<file path="config.mk">
export PLATFORM = sky130hd
export DESIGN_NAME = adc_cmd_regif
export DESIGN_NICKNAME = d
export VERILOG_FILES = /design/src/rtl/adc_regif_pkg.sv /design/src/rtl/adc_data_fifo.sv /design/src/rtl/adc_cmd_engine.sv /design/src/rtl/adc_irq_unit.sv /design/src/rtl/adc_cmd_regif.sv
export SDC_FILE = /design/constraint.sdc
export NUM_CORES = 2
export LEC_CHECK = 0
export BUFFER_PORTS_ARGS = -buffer_cell sky130_fd_sc_hd__buf_2
export CAP_MARGIN = 5
export CORE_AREA = 2 2 412 496
export CTS_CLUSTER_DIAMETER = 50
export DETAILED_ROUTE_END_ITERATION = 12
export DIE_AREA = 0 0 414 498
export HOLD_SLACK_MARGIN = 0.1
export PLACE_DENSITY = 0.74
export SETUP_SLACK_MARGIN = 0.3
export SLEW_MARGIN = 20
export SYNTH_ARGS = -nofsm -noshare
export SYNTH_HDL_FRONTEND = slang
export SYNTH_SLANG_ARGS = --single-unit
</file>
<file path="constraint.sdc">
create_clock -name clk -period 4.2 [get_ports clk]
set_input_delay 0 -clock clk [delete_from_list [all_inputs] [get_ports clk]]
set_output_delay 0 -clock clk [all_outputs]
set_load 0.005 [all_outputs]
</file>
<file path="src/rtl/adc_regif_pkg.sv">
package adc_regif_pkg;

    localparam int BUS_W    = 32;
    localparam int SHADOW_W = 16;
    localparam int LEVEL_W  = 4;

    localparam logic [BUS_W-1:0] CFG_RESET_VAL  = 32'h0000_1814;
    localparam logic [BUS_W-1:0] STS_RESET_VAL  = 32'h0000_0200;
    localparam logic [BUS_W-1:0] MASK_RESET_VAL = 32'hFFFF_FFFF;
    localparam logic [BUS_W-1:0] MCTL_RESET_VAL = 32'h0000_0010;
    localparam logic [BUS_W-1:0] MCTL_KEEP      = 32'h00FF_FEFF;
    localparam logic [BUS_W-1:0] MASK_KEEP      = 32'h0000_03FF;

    localparam int STS_CMD_LOW   = 9;
    localparam int STS_DATA_HIGH = 8;
    localparam int MCTL_HOLD     = 4;
    localparam int THR_LSB       = 16;

    localparam logic [3:0] OP_NOP   = 4'd0;
    localparam logic [3:0] OP_READ  = 4'd1;
    localparam logic [3:0] OP_WRITE = 4'd2;

    typedef struct packed {
        logic [1:0]          spare;
        logic [3:0]          op;
        logic [9:0]          idx;
        logic [SHADOW_W-1:0] data;
    } cmd_word_t;

    typedef enum logic [2:0] {
        SEL_CFG,
        SEL_STS,
        SEL_MASK,
        SEL_MSTAT,
        SEL_CMD,
        SEL_POP,
        SEL_MCTL,
        SEL_NONE
    } reg_sel_t;

    function automatic reg_sel_t decode_addr(input logic [31:0] a);
        reg_sel_t s;
        if (a[1:0] != 2'b00) begin
            s = SEL_NONE;
        end else begin
            case (a[31:2])
                30'd0:   s = SEL_CFG;
                30'd1:   s = SEL_STS;
                30'd2:   s = SEL_MASK;
                30'd3:   s = SEL_MSTAT;
                30'd4:   s = SEL_CMD;
                30'd5:   s = SEL_POP;
                30'd6:   s = SEL_MCTL;
                default: s = SEL_NONE;
            endcase
        end
        return s;
    endfunction

endpackage

</file>
<file path="src/rtl/adc_data_fifo.sv">
module adc_data_fifo #(
    parameter int DEPTH = 15,
    parameter int WIDTH = 16,
    localparam int CNT_W = $clog2(DEPTH + 1)
) (
    input  logic             clk,
    input  logic             rst,
    input  logic             push,
    input  logic             pop,
    input  logic [WIDTH-1:0] din,
    output logic [WIDTH-1:0] dout,
    output logic [CNT_W-1:0] count,
    output logic [CNT_W-1:0] count_next,
    output logic             empty,
    output logic             full
);
    localparam int PTR_W = (DEPTH > 1) ? $clog2(DEPTH) : 1;
    localparam logic [PTR_W-1:0] LAST_PTR = PTR_W'(DEPTH - 1);

    logic [WIDTH-1:0] mem [DEPTH];
    logic [PTR_W-1:0] wr_ptr, rd_ptr;
    logic             push_ok, pop_ok;

    assign empty   = (count == '0);
    assign full    = (count == CNT_W'(DEPTH));
    assign push_ok = push && !full;
    assign pop_ok  = pop && !empty;
    assign dout    = empty ? '0 : mem[rd_ptr];

    always_comb begin
        count_next = count;
        if (push_ok && !pop_ok) count_next = count + 1'b1;
        if (pop_ok && !push_ok) count_next = count - 1'b1;
    end

    always_ff @(posedge clk) begin
        if (push_ok) mem[wr_ptr] <= din;
    end

    always_ff @(posedge clk) begin
        if (rst) begin
            wr_ptr <= '0;
            rd_ptr <= '0;
            count  <= '0;
        end else begin
            if (push_ok) wr_ptr <= (wr_ptr == LAST_PTR) ? '0 : wr_ptr + 1'b1;
            if (pop_ok)  rd_ptr <= (rd_ptr == LAST_PTR) ? '0 : rd_ptr + 1'b1;
            count <= count_next;
        end
    end

    assert_count_bound_R4: assert property (@(posedge clk) disable iff (rst)
        count <= CNT_W'(DEPTH));
    assert_full_drop_R4: assert property (@(posedge clk) disable iff (rst)
        (push && full && !pop) |=> (count == $past(count)));
    assert_empty_pop_R5: assert property (@(posedge clk) disable iff (rst)
        (pop && empty && !push) |=> (count == '0));

endmodule

</file>
<file path="src/rtl/adc_cmd_engine.sv">
module adc_cmd_engine
    import adc_regif_pkg::*;
#(
    parameter int NUM_REGS = 128
) (
    input  logic                clk,
    input  logic                rst,
    input  logic                cmd_strobe,
    input  cmd_word_t           cmd,
    input  logic                hold,
    output logic                push,
    output logic [SHADOW_W-1:0] push_data
);
    localparam int IDX_W = (NUM_REGS > 1) ? $clog2(NUM_REGS) : 1;

    logic [SHADOW_W-1:0] shadow [NUM_REGS];
    logic [SHADOW_W-1:0] latch_q;
    logic                idx_ok, is_rw, accept;
    logic [IDX_W-1:0]    idx_lo;
    logic                spare_unused;

    assign spare_unused = ^cmd.spare;
    assign idx_ok    = (32'(cmd.idx) < NUM_REGS);
    assign idx_lo    = cmd.idx[IDX_W-1:0];
    assign is_rw     = (cmd.op == OP_READ) || (cmd.op == OP_WRITE);
    assign accept    = cmd_strobe && !hold && ((cmd.op == OP_NOP) || (is_rw && idx_ok));
    assign push      = accept;
    assign push_data = latch_q;

    always_ff @(posedge clk) begin
        if (rst) begin
            latch_q <= '0;
        end else if (accept) begin
            latch_q <= (cmd.op == OP_READ) ? shadow[idx_lo] : '0;
        end
    end

    for (genvar g = 0; g < NUM_REGS; g++) begin : g_shadow
        always_ff @(posedge clk) begin
            if (rst) begin
                shadow[g] <= '0;
            end else if (accept && cmd.op == OP_WRITE && idx_lo == IDX_W'(g)) begin
                shadow[g] <= cmd.data;
            end
        end
    end

    assert_hold_latch_R6: assert property (@(posedge clk) disable iff (rst)
        (cmd_strobe && hold) |=> $stable(latch_q));
    assert_nonread_zero_R3: assert property (@(posedge clk) disable iff (rst)
        (push && cmd.op != OP_READ) |=> (latch_q == '0));
    assert_bad_index_R7: assert property (@(posedge clk) disable iff (rst)
        (cmd_strobe && is_rw && !idx_ok) |=> $stable(latch_q));

endmodule

</file>
<file path="src/rtl/adc_irq_unit.sv">
module adc_irq_unit
    import adc_regif_pkg::*;
(
    input  logic             clk,
    input  logic             rst,
    input  logic             strobe,
    input  logic             sts_wr,
    input  logic             mask_wr,
    input  logic [BUS_W-1:0] wdata,
    input  logic             data_over,
    output logic [BUS_W-1:0] sts,
    output logic [BUS_W-1:0] mask,
    output logic             irq
);
    logic [BUS_W-1:0] clr_bits, set_bits;

    always_comb begin
        clr_bits = sts_wr ? wdata : '0;
        set_bits = '0;
        set_bits[STS_CMD_LOW] = 1'b1;
        set_bits[STS_DATA_HIGH] = data_over;
    end

    always_ff @(posedge clk) begin
        if (rst) begin
            sts  <= STS_RESET_VAL;
            mask <= MASK_RESET_VAL;
        end else begin
            if (mask_wr) mask <= wdata & MASK_KEEP;
            if (strobe)  sts  <= (sts & ~clr_bits) | set_bits;
        end
    end

    assign irq = |(sts & ~mask);

    assert_cmd_low_R8: assert property (@(posedge clk) disable iff (rst)
        strobe |=> sts[STS_CMD_LOW]);
    assert_w1c_R8: assert property (@(posedge clk) disable iff (rst)
        (sts_wr && wdata[STS_DATA_HIGH] && !data_over) |=> !sts[STS_DATA_HIGH]);
    assert_over_R9: assert property (@(posedge clk) disable iff (rst)
        (strobe && data_over) |=> sts[STS_DATA_HIGH]);
    assert_mask_trim_R10: assert property (@(posedge clk) disable iff (rst)
        mask_wr |=> (mask[BUS_W-1:10] == '0));

endmodule

</file>
<file path="src/rtl/adc_cmd_regif.sv">
module adc_cmd_regif
    import adc_regif_pkg::*;
#(
    parameter int ADDR_W     = 8,
    parameter int FIFO_DEPTH = 15,
    parameter int NUM_REGS   = 128
) (
    input  logic              clk,
    input  logic              rst,
    input  logic              bus_wr,
    input  logic              bus_rd,
    input  logic [ADDR_W-1:0] bus_addr,
    input  logic [BUS_W-1:0]  bus_wdata,
    output logic [BUS_W-1:0]  bus_rdata,
    output logic              irq
);
    localparam int CNT_W = $clog2(FIFO_DEPTH + 1);

    reg_sel_t            sel;
    logic [BUS_W-1:0]    cfg_q, mctl_q, sts, mask, mstat;
    logic                cmd_strobe, pop, strobe, push, data_over;
    logic [SHADOW_W-1:0] push_data, head;
    logic [CNT_W-1:0]    count, count_next;
    logic                empty, full;
    logic [LEVEL_W-1:0]  level;

    assign sel        = decode_addr(32'(bus_addr));
    assign cmd_strobe = bus_wr && (sel == SEL_CMD);
    assign pop        = bus_rd && (sel == SEL_POP);
    assign strobe     = bus_wr || bus_rd;
    assign data_over  = 32'(count_next) > 32'(cfg_q[THR_LSB +: 4]);
    assign level      = LEVEL_W'(count);

    always_comb begin
        mstat = '0;
        mstat[10] = 1'b1;
        mstat[15:12] = level;
        mstat[8] = empty;
        mstat[9] = full;
    end

    adc_cmd_engine #(.NUM_REGS(NUM_REGS)) u_engine (
        .clk        (clk),
        .rst        (rst),
        .cmd_strobe (cmd_strobe),
        .cmd        (cmd_word_t'(bus_wdata)),
        .hold       (mctl_q[MCTL_HOLD]),
        .push       (push),
        .push_data  (push_data)
    );

    adc_data_fifo #(.DEPTH(FIFO_DEPTH), .WIDTH(SHADOW_W)) u_fifo (
        .clk        (clk),
        .rst        (rst),
        .push       (push),
        .pop        (pop),
        .din        (push_data),
        .dout       (head),
        .count      (count),
        .count_next (count_next),
        .empty      (empty),
        .full       (full)
    );

    adc_irq_unit u_irq (
        .clk       (clk),
        .rst       (rst),
        .strobe    (strobe),
        .sts_wr    (bus_wr && sel == SEL_STS),
        .mask_wr   (bus_wr && sel == SEL_MASK),
        .wdata     (bus_wdata),
        .data_over (data_over),
        .sts       (sts),
        .mask      (mask),
        .irq       (irq)
    );

    always_ff @(posedge clk) begin
        if (rst) begin
            cfg_q  <= CFG_RESET_VAL;
            mctl_q <= MCTL_RESET_VAL;
        end else if (bus_wr) begin
            if (sel == SEL_CFG)  cfg_q  <= bus_wdata;
            if (sel == SEL_MCTL) mctl_q <= bus_wdata & MCTL_KEEP;
        end
    end

    always_ff @(posedge clk) begin
        if (rst) begin
            bus_rdata <= '0;
        end else if (bus_rd) begin
            case (sel)
                SEL_CFG:   bus_rdata <= cfg_q;
                SEL_STS:   bus_rdata <= sts;
                SEL_MASK:  bus_rdata <= mask;
                SEL_MSTAT: bus_rdata <= mstat;
                SEL_POP:   bus_rdata <= BUS_W'(head);
                SEL_MCTL:  bus_rdata <= mctl_q;
                default:   bus_rdata <= '0;
            endcase
        end
    end

    assert_unmapped_zero_R2: assert property (@(posedge clk) disable iff (rst)
        (bus_rd && (sel == SEL_NONE || sel == SEL_CMD)) |=> (bus_rdata == '0));
    assert_mctl_trim_R12: assert property (@(posedge clk) disable iff (rst)
        (mctl_q & ~MCTL_KEEP) == '0);
    assert_hold_fifo_R6: assert property (@(posedge clk) disable iff (rst)
        (cmd_strobe && mctl_q[MCTL_HOLD] && !bus_rd) |=> $stable(count));
    assert_mstat_R11: assert property (@(posedge clk) disable iff (rst)
        (bus_rd && sel == SEL_MSTAT) |=> (bus_rdata[10] && (bus_rdata[8] != bus_rdata[15:12]))
            || (bus_rdata[10] && bus_rdata[15:12] == 4'd0 && bus_rdata[8]));

endmodule

</file>
== After elaboration in Yosys (flattened, before gate mapping) ==
Memories as Yosys holds them, arrays and structs flattened. A register that Yosys moved wholly into a read port is not among the register bits.
Cells that the tools add are included.
W data, S select, Z words.

* Flip-flop bits (word level): 179
* RAM bits: 2288
* Memories: 2
* Logic and storage cells: 979
* Input port bits: 44
* Output and inout bits: 33

{| class="wikitable"
|+ Memory list
! name !! words !! width !! rd ports !! clocked after Yosys merged registers in !! wr ports !! line !! source
|-
| u_engine.shadow || 128 || 16 || 1 || 0 || 128 || adc_cmd_engine.sv:16 || <nowiki>logic [SHADOW_W-1:0] shadow [NUM_REGS];</nowiki>
|-
| u_fifo.mem || 15 || 16 || 1 || 1 || 1 || adc_data_fifo.sv:20 || <nowiki>logic [WIDTH-1:0] mem [DEPTH];</nowiki>
|}

* $add $sub $neg: 4
* Reductions and logical operators: 157
* $lt $le $gt $ge: 2
* Eq/ne operators: 144
* Bitwise logic cells: 133
* Muxes and demuxes: 528

{| class="wikitable"
|+ Operator list
! cell !! count
|-
| $mux W16 || 130
|-
| $eq A7 B7 Y1 const B || 64
|-
| $mux W1 || 388
|-
| $eq A7 B6 Y1 const B || 32
|-
| $pmux W32 S6 || 1
|-
| $logic_and A1 B1 Y1 || 140
|-
| $or A1 B1 Y1 || 128
|-
| $eq A7 B5 Y1 const B || 16
|-
| $and A32 B32 Y32 || 2
|-
| $not A32 Y32 || 2
|-
| $eq A7 B4 Y1 const B || 8
|-
| $mux W32 || 1
|-
| $or A32 B10 Y32 || 1
|-
| $reduce_or A32 Y1 || 1
|-
| $eq A7 B3 Y1 const B || 4
|-
| $mux W4 || 6
|-
| $pmux W3 S7 || 1
|-
| $eq A6 B3 Y1 const B || 3
|-
| $eq A7 B2 Y1 const B || 2
|-
| $add A4 B1 Y4 const B || 3
|-
| $eq A4 B4 Y1 const B || 3
|-
| $eq A6 B2 Y1 const B || 2
|-
| $lt A10 B8 Y1 const B || 1
|-
| $eq A3 B3 Y1 const B || 3
|-
| other kinds (17) || 26
|}

== Longest topological paths before layout ==
* Depth after elaboration: 13
* Depth in mapped cells: 14
* Depth with buffers taken out: 13

== Modules after synthesis ==
From an unflattened synthesis, not the netlist that was laid out.

* Cells, all modules: 7373
* Area total of the unflattened synthesis: 111104.1 um^2

{| class="wikitable"
|+ Modules (own cells, without submodules)
! module !! instances !! cells each !! area each (um^2) !! seq. area each (um^2)
|-
| adc_cmd_engine || 1 || 6139 || 95022.4 || 61819.3
|-
| adc_data_fifo || 1 || 576 || 10138.5 || 7527.2
|-
| adc_cmd_regif || 1 || 477 || 4230.3 || 1741.7
|-
| adc_irq_unit || 1 || 181 || 1712.9 || 840.8
|}

== Least setup slack after synthesis ==
OpenSTA, ideal clock, no wires.

* Path kind: reg2reg
* Start: reg mctl_q[4]
* End: mem u_fifo.mem[12][0], enable pin
* Buffers on the path: 1
* Data required time: 3770 ps
* Library setup time: 430 ps
* Cell stages (with the launch flop): 6
* Arrival: 2865 ps
* Clock period less this slack: 3295 ps
* Path slack: 905 ps
* Path through: dfxtp_1 -> nor4b_1 -> and4_1 -> clkbuf_1 -> nand3b_1 -> nor4_1

* Word-level cells in the longest chain between the ends: 6

{| class="wikitable"
|+ RTL lines
! item !! line !! source
|-
| start: declaration || adc_cmd_regif.sv:20 || <nowiki>logic [BUS_W-1:0] cfg_q, mctl_q, sts, mask, mstat;</nowiki>
|-
| start signal: assignment || adc_cmd_regif.sv:84 || <nowiki>if (sel == SEL_MCTL) mctl_q <= bus_wdata & MCTL_KEEP;</nowiki>
|-
| $logic_not A1 Y1 || adc_cmd_engine.sv:26 || <nowiki>assign accept = cmd_strobe && !hold && ((cmd.op == OP_NOP) || (is_rw && idx_ok));</nowiki>
|-
| $logic_and A1 B1 Y1 (2 in a row) || adc_cmd_engine.sv:26 ||
|-
| $logic_and A1 B1 Y1 || adc_data_fifo.sv:26 || <nowiki>assign push_ok = push && !full;</nowiki>
|-
| $mux W1 || adc_data_fifo.sv:37 || <nowiki>if (push_ok) mem[wr_ptr] <= din;</nowiki>
|-
| $mux W1 (implied by the code) || adc_data_fifo.sv:37 ||
|-
| end: declaration || adc_data_fifo.sv:20 ||
|}

No other way between the ends.

== Final worst setup path ==
* Start: reg u_fifo.count[1]
* End: reg u_irq.sts[8]

* Word-level cells in the longest chain between the ends: 9
* Elaborated cells between the ends (all ways): 16
* Those cells by class: 2 x add/sub; 1 x order compare; 1 x eq/ne; 2 x mux; 1 x bitwise; 9 x reduce/logical

{| class="wikitable"
|+ RTL lines
! item !! line !! source
|-
| start: declaration || adc_data_fifo.sv:12 || <nowiki>output logic [CNT_W-1:0] count,</nowiki>
|-
| start signal: assignment || adc_data_fifo.sv:48 || <nowiki>count <= count_next;</nowiki>
|-
| parallel branches: the longest is 6 deep, another holds $add A4 B1 Y4 || - ||
|-
| $mux W4 * || adc_data_fifo.sv:33 || <nowiki>if (pop_ok && !push_ok) count_next = count - 1'b1;</nowiki>
|-
| named net count_next[1] || adc_cmd_regif.sv:23 || <nowiki>logic [CNT_W-1:0] count, count_next;</nowiki>
|-
| $gt A4 B4 Y1 * || adc_cmd_regif.sv:31 || <nowiki>assign data_over = 32'(count_next) > 32'(cfg_q[THR_LSB +: 4]);</nowiki>
|-
| $or A32 B10 Y32 * || adc_irq_unit.sv:30 || <nowiki>if (strobe) sts <= (sts & ~clr_bits) | set_bits;</nowiki>
|-
| end signal: assignment || adc_irq_unit.sv:30 ||
|-
| end: declaration || adc_irq_unit.sv:11 || <nowiki>output logic [BUS_W-1:0] sts,</nowiki>
|}

Mark *: on every way through the listed nets, which the timed path passes.
A chain may end at the register's enable or synchronous reset.

==> parameters.txt <==
Parameter                              Value

Hold path
  Min-delay worst type ... in2reg

Power
  Total internal power ... 40.1 mW
  Part of the total power dissipated in combinational logic ... 0.065
  Switching fraction of total power ... 0.227
  Power density relative to cell area ... 425 nW/um^2
  Largest voltage drop on the vdd net ... 0.454 mV
  Clock power share ... 0.407
  P_leak ... 44.1 nW
  Total net switching power ... 11.8 mW
  Tot Pwr ... 51.9 mW
  Share of total power in sequential cells ... 0.528

Yosys
  Share of the yosys chip area belonging to registers ... 0.653
  Post-synthesis cell area ... between 100,000 and 150,000 sq um
  Count of unique library cells instantiated by Yosys ... 70
  Async SR Flop Fraction ... 0
  Synth Flop Type ... edfxtp_1
  Number of flops mapped to enable cells by yosys ... 2,288
  #FFs+latches synth ... about 2,400
  Synthesized area divided by synthesized cell count ... 15.0 sq um
  Gate count of the mapped netlist ... 7,336
  Post-synth net total ... 7,387
  Synth warnings ... 0

Floorplanning
  I/O pin total ... 77
  Effective utilization at floorplan ... 0.547
  Vert. Die Dim ... roughly 500 microns
  Count of standard-cell rows ... 181
  Die width ... 414 microns
  Placeable core area ... ~200,000 sq um
  Area enclosed by the die boundary ... approximately 200,000 sq um

Layout
  Utilization of the core after routing ... 0.606
  Commonest non-fill, non-tap cell in the layout ... edfxtp_1
  Number of nets at the end of the flow ... around 7,400
  Fraction of final layout cells sized beyond drive strength 1 ... 0.185
  P&R area growth vs syn ... 10.9%
  Commonest non-fill, non-tap cells in the layout ... edfxtp_1, and2_1, mux4_2

Route
  Detail-routed net length per standard cell ... 31.7 microns
  Number of design-rule violations left by the first detailed-router iteration ... 9,470
  Aggregate routed wire length ... 323,000 microns
  Detail-routed via count per cell ... 6.42
  DRC ... 0
  Drt first pass iters ... 6
  Vias ... around 65,000
  Number of routed nets with antenna violations ... 0

CTS
  CTS tree ... done
  Worst-case clock buffer depth ... 3
  Total clock sinks ... 2,449
  Latest clock arrival within the worst-skew pair ... 900 ps
  H-Tree Depth ... 4
  Num CTS Buffers ... 227
  Master cell of the clock root buffer ... clkbuf_16
  Clock-pin slew of the registers on the worst-case setup and hold paths ... about 70 ps
  Post CTS Setup Buffer Count ... 0

Placed design
  Global placer's final weighted congestion ... slightly below 1
  Detailed placer's ending HPWL ... 201,000 microns
  Count of buffers from port buffering ... 76

STA
  Shortest period the worst path allows ... 3650 ps
  Setup Skew ... around 42 ps
  Number of failing setup endpoints in the final timing report ... 0
  Unrepaired setup endpoints after global routing ... false
  Transition at the pin with the smallest max-transition slack ... 1390 ps
  Number of max-slew violations in the final report ... 0
  Period Utilization, post-route ... 0.869
  Number of hold violations in the final report ... 0
  Normalized max-slew margin ... 0.0727
  Post-Route Setup TNS ... 0 ps
  WHS ... about 150 ps
  FMAX ... ~270 MHz

Global route
  Pin count of the biggest net entering global routing ... 133
  Vias in the first global route ... 64,700
  Total global-route track usage ... 0.312
  Initial antenna violation count ... 22
  Global-route wire length before repair ... 463,000 microns
  Residual overflow from global routing ... 0

Run
  Max Cap Viol ... 0

Setup path
  Crit Path Class ... reg2reg
  Ordered cell list for the critical path ... inv_1, ha_1, nor3b_1, nor4_1, dlygate4sd3_1, buf_4, and2_2, a211oi_1, a21oi_1, ha_1, nor2b_1, o21a_1, o21a_1, o221ai_1, a21oi_1
  Critical Path Sink Type ... flip-flop
  Worst path arrival time ... 4380 ps
  CP max stage cell ... dlygate4sd3_1
  Largest fanout on the critical path ... 11
  Crit-path leading delay family ... buffers and inverters
  Maximum cell stage delay along the critical path ... 600 ps
  Critical Path Start Type ... flip-flop
  Crit path buffers/inverters ... 3
  Worst EP required ... 4930 ps

Outcome
  Status ... complete, no violations
## final timing paths
check,from,to,slack (ps),depth (start not counted)
setup / recovery,u_fifo.count[1],u_irq.sts[8],550,15
setup reg to reg,u_fifo.count[1],u_irq.sts[8],550,15
hold / removal,bus_wr,u_irq.sts[8],150,4
hold reg to reg,cfg_q[9],cfg_q[9],450,2
## layer usage
metal | GRT usage | share of wire
met4 | 0.202 | 0.076
met5 | 0.00418 | 0.00070
met2 | 0.485 | 0.47
met3 | 0.0781 | 0.11
met1 | 0.393 | 0.35
## registers in the layout (all words and copies together), names as in the netlist, named ones only
name,count
u_engine.shadow,2048
u_fifo.mem,240
bus_rdata,32
cfg_q,32
u_irq.sts,31
mctl_q,23
u_engine.push_data,16
u_irq.mask,11
u_fifo.count,4
u_fifo.rd_ptr,4
u_fifo.wr_ptr,4
## power by group through the flow
stage	combinational, mW	sequential, mW	clock [mW]
floorplan	1.88	27.8	0
global placement	3.21	27.9	0
global route	3.43	27.5	22.0
detailed placement	3.23	27.9	0
CTS	3.29	27.4	21.2
finish	3.37	27.4	21.1
## per-stage QoR
stage | cells | setup WS [ps] | cell area [sq um]
finish | 10200 | 552 | 122000
global route | 10200 | 314 | 122000
CTS | 10200 | 550 | 122000
detailed placement | 9695 | 670 | 114000
global placement | 9695 | 685 | 114000
floorplan | 7336 | 905 | 110000
## area by class of cell
cell class | count | area, sq um
antenna | 11 | 27.5
clock buffer | 288 | 6040
clock inverter | 129 | 1490
fill | 14600 | 79400
inverter | 16 | 60.1
multi-input combinational | 4198 | 35600
sequential | 2449 | 71900
tap | 2653 | 3320
timing repair buffer | 446 | 3740
## worst register-to-register path, cell delays in order (launching register included)
cell	delay, ps
dfxtp_1	450
inv_1	90
ha_1	180
nor3b_1	150
nor4_1	280
dlygate4sd3_1	600
buf_4	180
and2_2	280
a211oi_1	80
a21oi_1	190
ha_1	290
nor2b_1	150
o21a_1	160
o21a_1	160
o221ai_1	150
a21oi_1	90
## logic make-up after synthesis
family                   share of synthesized area
multiplexers                                 0.132
flip-flops                                   0.653
AO/OA/AOI/OAI                               0.0404
buffers and inverters                       0.0252
AND/OR/NAND/NOR                              0.149
adder cells (fa/ha/maj)                   0.000795
XOR/XNOR                                  0.000239
## cell usage after synthesis (39+ instances only)
cell         n  area (sq um)
a21o_1     129           968
a21oi_1    175           876
a22oi_1    108           811
and2_1    2059         12900
buf_1       39           146
buf_2       97           485
clkbuf_1   523          1960
dfxtp_1    161          3220
edfxtp_1  2288         68700
mux2i_1    178          1780
mux4_2     553         12500
nand2_1    268          1010
nand2b_1    41           257
nand3_1     39           195
nor2_1     131           492
nor2_2      79           494
o21ai_0     55           275
## what timing repair did
| item | 4_1_cts | 5_1_grt |
|---|---|---|
| endpoints found under the hold margin | 1465 | 0 |
| setup endpoints to repair | 0 | 1 |
| gates resized for setup | 0 | 1 |
| hold buffers | 65 | 0 |
Note: power is estimated with default switching activity, not from simulation.
